[src/rtl/bfs_pkg.sv]
package bfs_pkg;
  // Width of a counter that must hold values 0..n.
  function automatic int unsigned cnt_w(input int unsigned n);
    return (n < 2) ? 1 : $clog2(n + 1);
  endfunction
endpackage

[src/rtl/bfs_blank_timer.sv]
module bfs_blank_timer #(
  parameter int unsigned BLANK_CYCLES = 680
) (
  input  logic clk,
  input  logic rst_n,
  input  logic clear,
  input  logic drive_edge,
  output logic blank_ok
);
  generate
    if (BLANK_CYCLES == 0) begin : g_none
      assign blank_ok = !drive_edge;
    end else begin : g_cnt
      localparam int unsigned W = bfs_pkg::cnt_w(BLANK_CYCLES);
      localparam logic [W-1:0] LOAD = W'(BLANK_CYCLES);
      logic [W-1:0] left;

      always_ff @(posedge clk or negedge rst_n) begin
        if (!rst_n)               left <= '0;
        else if (clear)           left <= '0;
        else if (drive_edge)      left <= LOAD;
        else if (left != '0)      left <= left - 1'b1;
      end

      assign blank_ok = (left == '0) && !drive_edge;
    end
  endgenerate
endmodule

[src/rtl/bfs_retry_latch.sv]
module bfs_retry_latch #(
  parameter int unsigned RETRY_CYCLES = 240000
) (
  input  logic clk,
  input  logic rst_n,
  input  logic clear,
  input  logic trip,
  output logic latched
);
  localparam int unsigned W = bfs_pkg::cnt_w(RETRY_CYCLES);
  localparam logic [W-1:0] LAST = W'(RETRY_CYCLES - 1);
  logic [W-1:0] held;

  always_ff @(posedge clk or negedge rst_n) begin
    if (!rst_n) begin
      latched <= 1'b0;
      held    <= '0;
    end else if (clear) begin
      latched <= 1'b0;
      held    <= '0;
    end else if (trip) begin
      latched <= 1'b1;
      held    <= '0;
    end else if (latched) begin
      if (held == LAST) begin
        latched <= 1'b0;
        held    <= '0;
      end else begin
        held <= held + 1'b1;
      end
    end
  end
endmodule

[src/rtl/bfs_powerup_hold.sv]
module bfs_powerup_hold #(
  parameter int unsigned PWRUP_CYCLES = 80000
) (
  input  logic clk,
  input  logic rst_n,
  input  logic standby,
  output logic hold
);
  generate
    if (PWRUP_CYCLES == 0) begin : g_none
      assign hold = 1'b0;
    end else begin : g_cnt
      localparam int unsigned W = bfs_pkg::cnt_w(PWRUP_CYCLES);
      localparam logic [W-1:0] LOAD = W'(PWRUP_CYCLES);
      logic [W-1:0] left;

      always_ff @(posedge clk or negedge rst_n) begin
        if (!rst_n)          left <= LOAD;
        else if (standby)    left <= LOAD;
        else if (left != '0) left <= left - 1'b1;
      end

      assign hold = (left != '0);
    end
  endgenerate
endmodule

[src/rtl/bridge_fault_supervisor.sv]
module bridge_fault_supervisor #(
  parameter int unsigned BLANK_CYCLES = 680,
  parameter int unsigned RETRY_CYCLES = 240000,
  parameter int unsigned PWRUP_CYCLES = 80000
) (
  input  logic clk,
  input  logic rst_n,
  input  logic standby,
  input  logic drive_edge,
  input  logic oc_flag,
  input  logic sense_trip,
  input  logic limit_sel,
  input  logic thermal_warn,
  input  logic thermal_sd,
  input  logic vbb_uv,
  input  logic vcp_uv,
  output logic bridge_off,
  output logic fault_n
);
  logic blank_ok;
  logic trip;
  logic latched;
  logic pwr_hold;
  logic stby_q, warn_q, tsd_q, uv_q;

  bfs_blank_timer #(.BLANK_CYCLES(BLANK_CYCLES)) u_blank (
    .clk        (clk),
    .rst_n      (rst_n),
    .clear      (standby),
    .drive_edge (drive_edge),
    .blank_ok   (blank_ok)
  );

  // Latch-off sources: switch overcurrent always, sense trip only in latch mode.
  assign trip = !standby && blank_ok && (oc_flag || (sense_trip && !limit_sel));

  bfs_retry_latch #(.RETRY_CYCLES(RETRY_CYCLES)) u_retry (
    .clk     (clk),
    .rst_n   (rst_n),
    .clear   (standby),
    .trip    (trip),
    .latched (latched)
  );

  bfs_powerup_hold #(.PWRUP_CYCLES(PWRUP_CYCLES)) u_pwr (
    .clk     (clk),
    .rst_n   (rst_n),
    .standby (standby),
    .hold    (pwr_hold)
  );

  always_ff @(posedge clk or negedge rst_n) begin
    if (!rst_n) begin
      stby_q <= 1'b0;
      warn_q <= 1'b0;
      tsd_q  <= 1'b0;
      uv_q   <= 1'b0;
    end else begin
      stby_q <= standby;
      warn_q <= thermal_warn;
      tsd_q  <= thermal_sd;
      uv_q   <= vbb_uv | vcp_uv;
    end
  end

  assign bridge_off = stby_q | latched | tsd_q | uv_q | pwr_hold;
  assign fault_n    = stby_q | ~(latched | warn_q | uv_q);
endmodule

[config.mk]
export PLATFORM = sky130hd
export DESIGN_NAME = bridge_fault_supervisor
export DESIGN_NICKNAME = d
export VERILOG_FILES = /design/src/rtl/bfs_pkg.sv /design/src/rtl/bfs_blank_timer.sv /design/src/rtl/bfs_retry_latch.sv /design/src/rtl/bfs_powerup_hold.sv /design/src/rtl/bridge_fault_supervisor.sv
export SDC_FILE = /design/constraint.sdc
export NUM_CORES = 1
export LEC_CHECK = 0
export CAP_MARGIN = 20
export CORE_AREA = 2 2 74 76
export DETAILED_ROUTE_END_ITERATION = 7
export DIE_AREA = 0 0 76 78
export DONT_BUFFER_PORTS = 1
export HOLD_SLACK_MARGIN = 0.06
export PLACE_DENSITY = 0.7
export SLEW_MARGIN = 25
export SYNTH_ARGS = -nofsm -noshare
export SYNTH_HDL_FRONTEND = slang
export SYNTH_SLANG_ARGS = --single-unit
[constraint.sdc]
create_clock -name clk -period 2.2 [get_ports clk]
set_input_delay 0.22 -clock clk [delete_from_list [all_inputs] [get_ports clk]]
set_output_delay 0.22 -clock clk [all_outputs]
set_load 0.02 [all_outputs]
# [After elaboration in Yosys (flattened, before gate mapping)]
# Index checks and enable logic that the tools add are counted.
[word_totals] reg_bits=50 input_bits=11
[classes] addsub=3 n_eq_ne=1 muxes=13 n_bitwise=9 n_reduce_logical=14
[ops] operator="$mux 18" count=4
[ops] operator="$mux 17" count=2
[ops] operator="$mux 10" count=3
[ops] operator="$add 18x1->18 const B" count=1
[ops] operator="$eq 18x18->1 const B" count=1
[ops] operator="$reduce_bool 17->1" count=1
[ops] operator="$sub 17x1->17 const B" count=1
[ops] operator="$logic_not 10->1" count=1
[ops] operator="$reduce_bool 10->1" count=1
[ops] operator="$sub 10x1->10 const B" count=1
[ops] operator="$or 1x1->1" count=8
[ops] operator="$reduce_bool 3->1" count=2
[ops] operator="$logic_and 1x1->1" count=4
[ops] operator="$mux 1" count=4
[ops] operator="$logic_not 1->1" count=3
[ops] operator="$reduce_bool 2->1" count=1
[ops] operator="$logic_or 1x1->1" count=1
[ops] operator="$not 1->1" count=1

# [Logic depth before layout (Yosys ltp)]
# Gate-level depths: netlist (run 1).
[logic_depth] depth_word=6 mapped_depth=8 mapped_depth_nobuf=6

# [Cells and area by module]
# Synthesis (run 1) repeated with hierarchy kept, for this count alone.
[hier_totals] hier_cells=280 area_unflattened_um2=2717.6
[by_module_without_submodules] mod="bfs_retry_latch" n_inst=1 cells_per_inst=114 area_each_um2=1073.5
[by_module_without_submodules] mod="bfs_powerup_hold" n_inst=1 cells_per_inst=95 area_each_um2=910.9
[by_module_without_submodules] mod="bfs_blank_timer" n_inst=1 cells_per_inst=60 area_each_um2=585.6
[by_module_without_submodules] mod="bridge_fault_supervisor" n_inst=1 cells_per_inst=11 area_each_um2=147.6

# [Worst setup path after synthesis (run 1)]
# OpenSTA, ideal clock, no wires.
[synth_timing] path_type="reg2reg" start="register u_blank.g_cnt.left[0]" end="register u_retry.held[11]" setup_time_ps=128 t_arrival_ps=2005 required_time_ps=2072 slack_ps=67 stages_incl_launch_ff=9 n_path_buf=2 synth_period_minus_slack_ps=2133 path_cell_list="dfrtp_1 inv_1 ha_1 or4b_4 or3_1 buf_6 o21ai_4 buf_6 a21oi_1"
[synth_between] elab_chain_len=6
[synth_rtl] element="start, declared" line="bfs_blank_timer.sv:16" text="logic [W-1:0] left;"
[synth_rtl] element="start signal, assigned" line="bfs_blank_timer.sv:22" text="else if (left != '0) left <= left - 1'b1;"
[synth_rtl] element="$logic_not 10->1 *" line="bfs_blank_timer.sv:25" text="assign blank_ok = (left == '0) && !drive_edge;"
[synth_rtl] element="$logic_and 1x1->1 *" line="bfs_blank_timer.sv:25"
[synth_rtl] element="$logic_and 1x1->1 * (2 in series)" line="bridge_fault_supervisor.sv:35" text="assign trip = !standby && blank_ok && (oc_flag || (sense_trip && !limit_sel));"
[synth_rtl] element="$mux 18" line="bfs_retry_latch.sv:21" text="end else if (trip) begin"
[synth_rtl] element="$mux 18" line="bfs_retry_latch.sv:18" text="end else if (clear) begin"
[synth_rtl] element="end signal, assigned" line="bfs_retry_latch.sv:29" text="held <= held + 1'b1;"
[synth_rtl] element="end, declared" line="bfs_retry_latch.sv:12" text="logic [W-1:0] held;"
# Mark *: on every way between the ends. The rest lies on a longest branch, timed or not.
# A chain may end at the register's enable or synchronous reset.

# [Worst setup path in the final report (run 1)]
[layout_timing] start="register u_blank.g_cnt.left[0]" end="register u_retry.held[15]"
# The elaborated chain is that of the path after synthesis.

==> reports/metrics.csv, run 1 <==
metric,value,unit
synth unique cells,50,
status,finished clean,
element type at the critical path start,register,
"Clk pin slew, worst setup/hold paths",0.09,ns
Int Power,1.392,mW
clock share of power,29.1,%
terminus of the critical flop-to-flop path,u_retry.held[15],
full die area,0.005928,mm^2
floorplan die height,78,um
Worst Slack Setup Final,0.08762,ns
Die X-Extent,76,um
Port-buffer cells,0,
I/O pin count,13,
Reg2Reg Setup Slack,0.09,ns
# diodes,0,
largest family of logic cells by synthesized area,simple AND/OR/NAND/NOR gates,
Relative slew margins,62.86,%
Worst Path Max Fanout,12,
DR DRC count,0,
number of enable-type register cells in the synthesized netlist,0,
core outline area,0.005042,mm^2
area of the mapped netlist,0.002794,mm^2
shortest period the worst path allows,2.112,ns
Max stage delay on crit path,0.48,ns
Layout Area Growth over Synthesis,12.32,%
maximum buffer depth of the clock tree,2,
Top Family by Delay on Critical Path,simple AND/OR/NAND/NOR gates,
switching share of power,27.04,%
net switching power of the design,515.9,uW
simple logic cell fraction of the synthesized area,25.84,%
ys flop type,sky130_fd_sc_hd__dfrtp_1,
WHS,0.07211,ns
Critical R2R Launch,u_blank.g_cnt.left[0],
Total Wirelength,5837,um
maximum clock frequency,473.4,MHz
data required time of the worst path,2.38,ns
number of max-capacitance violations reported,0,
cell at the root of the clock tree,sky130_fd_sc_hd__clkbuf_8,
post-synthesis cell count,300,
Inserted Clock Buffers,5,
placer's final routability congestion estimate,0.8130,
peak supply drop,0.4812,mV
pwr/cell area,607.9,mW/mm^2
number of warning messages in the yosys log,0,
net count after synthesis,315,
pin count of the biggest net entering global routing,51,
routed vias,2267,
Initial Util,55.41,%
period utilization,96.02,%
arrival time at the worst endpoint,2.29,ns
number of H-tree levels,2,
"Slew Viols, Final",0,
Post-Synth XOR/XNOR Area,2.821,%
first-pass iteration count of the detailed router,5,
Worst R2R Path Depth,7,
CTS sink count,50,
final-stage net count,330,
kind of capture point of the worst setup path,register,
crit path cell chain,inv_1 > ha_1 > or4b_4 > or3_4 > o21ai_4 > buf_12 > o32ai_1,
cell with the largest stage delay on the worst path,sky130_fd_sc_hd__or4b_4,
hold path startpoint,standby,
number of storage elements in the synthesis netlist,50,
grt total ovfl,0,
share of synthesized flip-flops with an asynchronous set or reset,100.0,%
Static Leak,1.214,nW
Via-to-Cell Ratio,5.873,
Placed Cells,368,
number of placement rows,26,
via count of the first global-routing pass,2252,
initial DRC count,131,
half-perimeter wire length of the detailed placement result,3918,um
Clock Skew,0.005677,ns
average wire per cell in the routed design,15.12,um
class of the tightest hold or removal check,input port to register,
worst-margin pin slew,0.5430,ns
"Seq/Total Area, Yosys",45.01,%
Adder-Cell Fraction of Synth Area,1.791,%
per-instance average area after synthesis,9.313,um^2
multiplexer area fraction after synthesis,4.971,%
Buf/Inv on CP,2,
final antenna-violating net count,0,
portion of total power attributed to combinational logic,17.2,%
worst hold path stage count,2,
antenna violations before repair,0,
post-placement worst setup slack,0.04278,ns
# setup viols final,0,
number of hold violations in the final report,0,
fraction of final layout cells with drive strength greater than 1,16.14,%
classification of the worst setup path,register to register,
utilization after layout,62.23,%
sequential fraction of design power,53.8,%
Total GRT Usage,21.53,%
global-route wire length before repair,10310,um
number of standard cells in the final layout excluding fillers,386,
TritonCTS clock tree,done,
compound-cell area share of the yosys netlist,15.23,%
"Clk Latency, worst-skew pair",0.30,ns
hold-critical path endpoint,u_pwr.g_cnt.left[11],
-- timing repair --
action | CTS | global route
pin swaps | 0 | 0
setup buffers | 0 | 2
hold endpoints to repair | 67 | 0
resized for setup | 2 | 3
setup endpoints to repair | 1 | 23
hold buffers | 8 | 0
-- registers in the layout (all words and copies together), names as in the netlist --
name                flops
u_retry.held           18
u_retry.latched         1
uv_q                    1
tsd_q                   1
u_pwr.g_cnt.left       17
stby_q                  1
warn_q                  1
u_blank.g_cnt.left     10
-- synth_stat cells, types with 6 or more instances --
library cell / n / area, um^2
sky130_fd_sc_hd__a21oi_1: 20 / 100.1
sky130_fd_sc_hd__clkbuf_1: 11 / 41.29
sky130_fd_sc_hd__dfrtp_1: 45 / 1126
sky130_fd_sc_hd__inv_1: 14 / 52.55
sky130_fd_sc_hd__mux2_2: 7 / 78.83
sky130_fd_sc_hd__mux2i_1: 6 / 60.06
sky130_fd_sc_hd__nand2_1: 15 / 56.30
sky130_fd_sc_hd__nand2b_1: 8 / 50.05
sky130_fd_sc_hd__nand3_1: 13 / 65.06
sky130_fd_sc_hd__nor2_1: 28 / 105.1
sky130_fd_sc_hd__nor2b_1: 12 / 75.07
sky130_fd_sc_hd__nor3_1: 12 / 60.06
sky130_fd_sc_hd__nor4_1: 10 / 62.56
sky130_fd_sc_hd__o21ai_0: 14 / 70.07
sky130_fd_sc_hd__or3_1: 7 / 43.79
sky130_fd_sc_hd__xnor2_1: 6 / 52.55
-- layer usage --
metal	track usage (%)	vias to the layer above	part of all wire, %
met4	7.636	0	0.81
met1	27.22	1098	44
met5	0	-	0
li1	-	1121	-
met2	37.23	44	51
met3	3.953	4	4.2
-- through the flow --
stage,instance area (um^2),TNS [ns],power (mW)
3_3_place_gp,2915,0,1.310
4_1_cts,3110,0,1.917
2_1_floorplan,2794,0,1.257
6_report,3138,0,1.908
5_1_grt,3138,-0.003095,2.018
3_5_place_dp,2915,0,1.322
-- layout make-up --
type	instances	area, um^2
Sequential cell	50	1257
Fill cell	448	1904
Clock buffer	7	86.33
Timing Repair Buffer	22	215.2
Multi-Input combinational cell	222	1434
Clock inverter	1	5.005
Inverter	14	52.55
Tap cell	70	87.58
-- power groups by stage --
| stage | Combinational (mW) | Sequential [mW] | Clock [mW] |
|---|---|---|---|
| 3_3_place_gp | 0.272 | 1.04 | 0 |
| 5_1_grt | 0.373 | 1.04 | 0.609 |
| 2_1_floorplan | 0.229 | 1.03 | 0 |
| 4_1_cts | 0.320 | 1.02 | 0.573 |
| 3_5_place_dp | 0.280 | 1.04 | 0 |
| 6_report | 0.327 | 1.03 | 0.555 |
-- kinds of logic (layout without fill, tap and decap cells) --
logic type      after synthesis  count (layout)
buf+inv                      28              44
fa+ha+maj                     4               4
mux                          13              13
simple gates                131             131
compound gates               65              65
flops                        50              50
xor+xnor                      9               9
-- how the worst max path moves through the flow --
stage | end | slack [ns] | startpoint | cells past startpoint
final | u_retry.held[15] | 0.09 | u_blank.g_cnt.left[0] | 7
after detailed placement | u_retry.held[15] | 0.04 | u_blank.g_cnt.left[0] | 7
after global placement | u_retry.held[15] | 0.09 | u_blank.g_cnt.left[0] | 7
after CTS | u_retry.held[15] | 0.02 | u_blank.g_cnt.left[0] | 7
after floorplan | u_retry.held[11] | 0.07 | u_blank.g_cnt.left[0] | 8
after global routing | u_retry.held[15] | -0.003 | u_blank.g_cnt.left[1] | 7
-- layout by cell type (no fill, tap or decap), types with 7 or more instances in the layout --
cell type and instances:
sky130_fd_sc_hd__buf_4 13, sky130_fd_sc_hd__dlygate4sd3_1 7, sky130_fd_sc_hd__a21oi_1 20, sky130_fd_sc_hd__nand2_1 15, sky130_fd_sc_hd__nor3_1 12, sky130_fd_sc_hd__nand2b_1 8, sky130_fd_sc_hd__nand3_1 12, sky130_fd_sc_hd__inv_1 14
sky130_fd_sc_hd__nor2_1 28, sky130_fd_sc_hd__dfrtp_1 45, sky130_fd_sc_hd__o21ai_0 14, sky130_fd_sc_hd__mux2_2 7, sky130_fd_sc_hd__nor2b_1 12, sky130_fd_sc_hd__nor4_1 10
No activity file was read; power rests on OpenSTA's default activity.
==> run 2, diff against run 1 <==
--- a/config.mk
+++ b/config.mk
@@ -6,12 +6,15 @@
 export NUM_CORES = 1
 export LEC_CHECK = 0
 export CAP_MARGIN = 20
-export CORE_AREA = 2 2 74 76
+export CELL_PAD_IN_SITES_DETAIL_PLACEMENT = 0
+export CELL_PAD_IN_SITES_GLOBAL_PLACEMENT = 1
+export CORE_AREA = 2 2 83 85
 export DETAILED_ROUTE_END_ITERATION = 7
-export DIE_AREA = 0 0 76 78
+export DIE_AREA = 0 0 85 87
 export DONT_BUFFER_PORTS = 1
 export HOLD_SLACK_MARGIN = 0.06
 export PLACE_DENSITY = 0.7
+export SETUP_SLACK_MARGIN = 0.4
 export SLEW_MARGIN = 25
 export SYNTH_ARGS = -nofsm -noshare
 export SYNTH_HDL_FRONTEND = slang
==> reports/metrics.csv, run 2 (synthesis results as in run 1) <==
metric,value,unit
Fillers,557,
antenna violations before repair,0,
cell at the root of the clock tree,sky130_fd_sc_hd__clkbuf_8,
number of hold violations in the final report,0,
Max stage delay on crit path,0.46,ns
maximum buffer depth of the clock tree,2,
fraction of final layout cells with drive strength greater than 1,31.75,%
data required time of the worst path,2.38,ns
Port-buffer cells,0,
number of placement rows,30,
routed vias,2365,
Static Leak,1.391,nW
"Slew Viols, Final",0,
average wire per cell in the routed design,15.71,um
number of H-tree levels,2,
core outline area,0.006569,mm^2
status,finished clean,
Reg2Reg Setup Slack,0.17,ns
class of the tightest hold or removal check,input port to register,
grt total ovfl,0,
source of the critical timing path,u_blank.g_cnt.left[1],
TritonCTS clock tree,done,
maximum clock frequency,492.7,MHz
placer's final routability congestion estimate,0.7596,
# setup viols final,0,
crit path cell chain,inv_2 > ha_4 > or4b_4 > or3_4 > o21ai_4 > buf_12 > buf_12 > a211oi_2,
max reg flops,18,
terminus of the critical flop-to-flop path,u_retry.held[16],
Inserted Clock Buffers,5,
Relative slew margins,55.27,%
final antenna-violating net count,0,
register cell area after layout,0.001259,mm^2
shortest period the worst path allows,2.030,ns
initial DRC count,166,
final-stage net count,351,
path length in cells of the critical path,8,
Clock Skew,0.01698,ns
Critical R2R Launch,u_blank.g_cnt.left[1],
pwr/cell area,631.5,mW/mm^2
Initial Util,42.53,%
full die area,0.007395,mm^2
critical path capture point,u_retry.held[16],
pin count of the biggest net entering global routing,51,
"Clk pin slew, worst setup/hold paths",0.10,ns
"Clk Latency, worst-skew pair",0.31,ns
# diodes,0,
Total Wirelength,6551,um
Total GRT Usage,18.61,%
setup repair after global routing missed its margin,yes,
"commonest cells after routing, fill and taps aside","sky130_fd_sc_hd__dfrtp_1, sky130_fd_sc_hd__buf_4, sky130_fd_sc_hd__nor2_1, sky130_fd_sc_hd__a21oi_1, sky130_fd_sc_hd__nand2_1",
area of combinational cells with multiple inputs,0.001677,mm^2
"most common cell after layout, fill and taps aside",sky130_fd_sc_hd__dfrtp_1,
kind of capture point of the worst setup path,register,
I/O pin count,13,
via count of the first global-routing pass,2319,
half-perimeter wire length of the detailed placement result,3963,um
Die X-Extent,85,um
worst-margin pin slew,0.6688,ns
post-layout total power,2.308,mW
Regs by FF count,"u_retry.held x18, u_pwr.g_cnt.left x17, u_blank.g_cnt.left x10",
floorplan die height,87,um
period utilization,92.26,%
CTS sink count,50,
setup_tns,0,ns
DR DRC count,0,
Buf/Inv on CP,3,
element type at the critical path start,register,
number of max-capacitance violations reported,0,
classification of the worst setup path,register to register,
cell with the largest stage delay on the worst path,sky130_fd_sc_hd__or4b_4,
global-route wire length before repair,11080,um
CP dominant cell by count,sky130_fd_sc_hd__buf_12,
Layout Area Growth over Synthesis,30.81,%
Biggest register,u_retry.held,
peak supply drop,0.3767,mV
Top Family by Delay on Critical Path,simple AND/OR/NAND/NOR gates,
Worst R2R Path Depth,8,
Worst Path Max Fanout,5,
arrival time at the worst endpoint,2.21,ns
first-pass iteration count of the detailed router,4,
Via-to-Cell Ratio,5.671,
## run 2: cell types whose count changed in the layout (fill, tap and decap cells not counted), sizes merged
cell    change
clkbuf      -1
bufinv      +2
clkinv      -1
buf        +21
## run 2: worst min path at each step
stage	to	slack, ns	cells past startpoint	startpoint
final	u_pwr.g_cnt.left[11]	0.08	2	standby
after global routing	u_pwr.g_cnt.left[11]	0.08	2	standby
after global placement	u_blank.g_cnt.left[6]	-0.07	0	rst_n
after floorplan	stby_q	-0.08	0	rst_n
after CTS	u_pwr.g_cnt.left[13]	0.06	2	standby
after detailed placement	u_retry.held[16]	-0.07	0	rst_n
## run 2: power by group
part	internal, mW	switching [mW]	leakage (nW)
Sequential	0.974	0.0633	0.653
Combinational	0.247	0.216	0.666
Clock	0.485	0.323	0.0714
Total	1.71	0.602	1.39
## run 2: cell type report
cell class	count	share of cell area (%)
clock buffers	6	2.259
clock inverters	2	1.643
multi-input cells	222	45.87
well taps	80	2.739
repair buffers	43	11.61
flip-flops and latches	50	34.44
inverters	14	1.438
## run 2: what timing repair did
item | in CTS | in global routing
setup buffers | 13 | 9
cloned | 1 | 0
endpoints found under the setup margin | 40 | 42
hold endpoints to repair | 67 | 0
pin swaps | 8 | 15
hold buffers | 8 | 0
resized for setup | 26 | 36
## run 2: per-stage QoR
stage	hold slack (ns)	setup WS, ns	cells	utilization (%)	cell area (um^2)
2_1_floorplan	-0.07559	0.1285	300	-	2810
3_3_place_gp	-0.07421	0.1345	378	44.82	2944
3_5_place_dp	-0.07390	0.07181	378	44.82	2944
4_1_cts	0.06222	0.1381	408	51.90	3410
5_1_grt	0.07895	0.1037	417	55.64	3655
6_report	0.07767	0.1702	417	55.64	3655
## run 2: layer usage
layer / vias up / global-route usage, % / routed length (um)
met5: - / 0 / 0
met2: 36 / 31.32 / 3214
met3: 7 / 3.128 / 162
met4: 0 / 5.051 / 72
li1: 1166 / - / -
met1: 1156 / 24.92 / 3101
## run 2: worst reg2reg max path, delay by kind of cell (launching register included)
family	cells	cell delay, ns
buf+inv	3	0.34
compound gates	2	0.20
flops	1	0.41
simple gates	2	0.84
fa+ha+maj	1	0.12
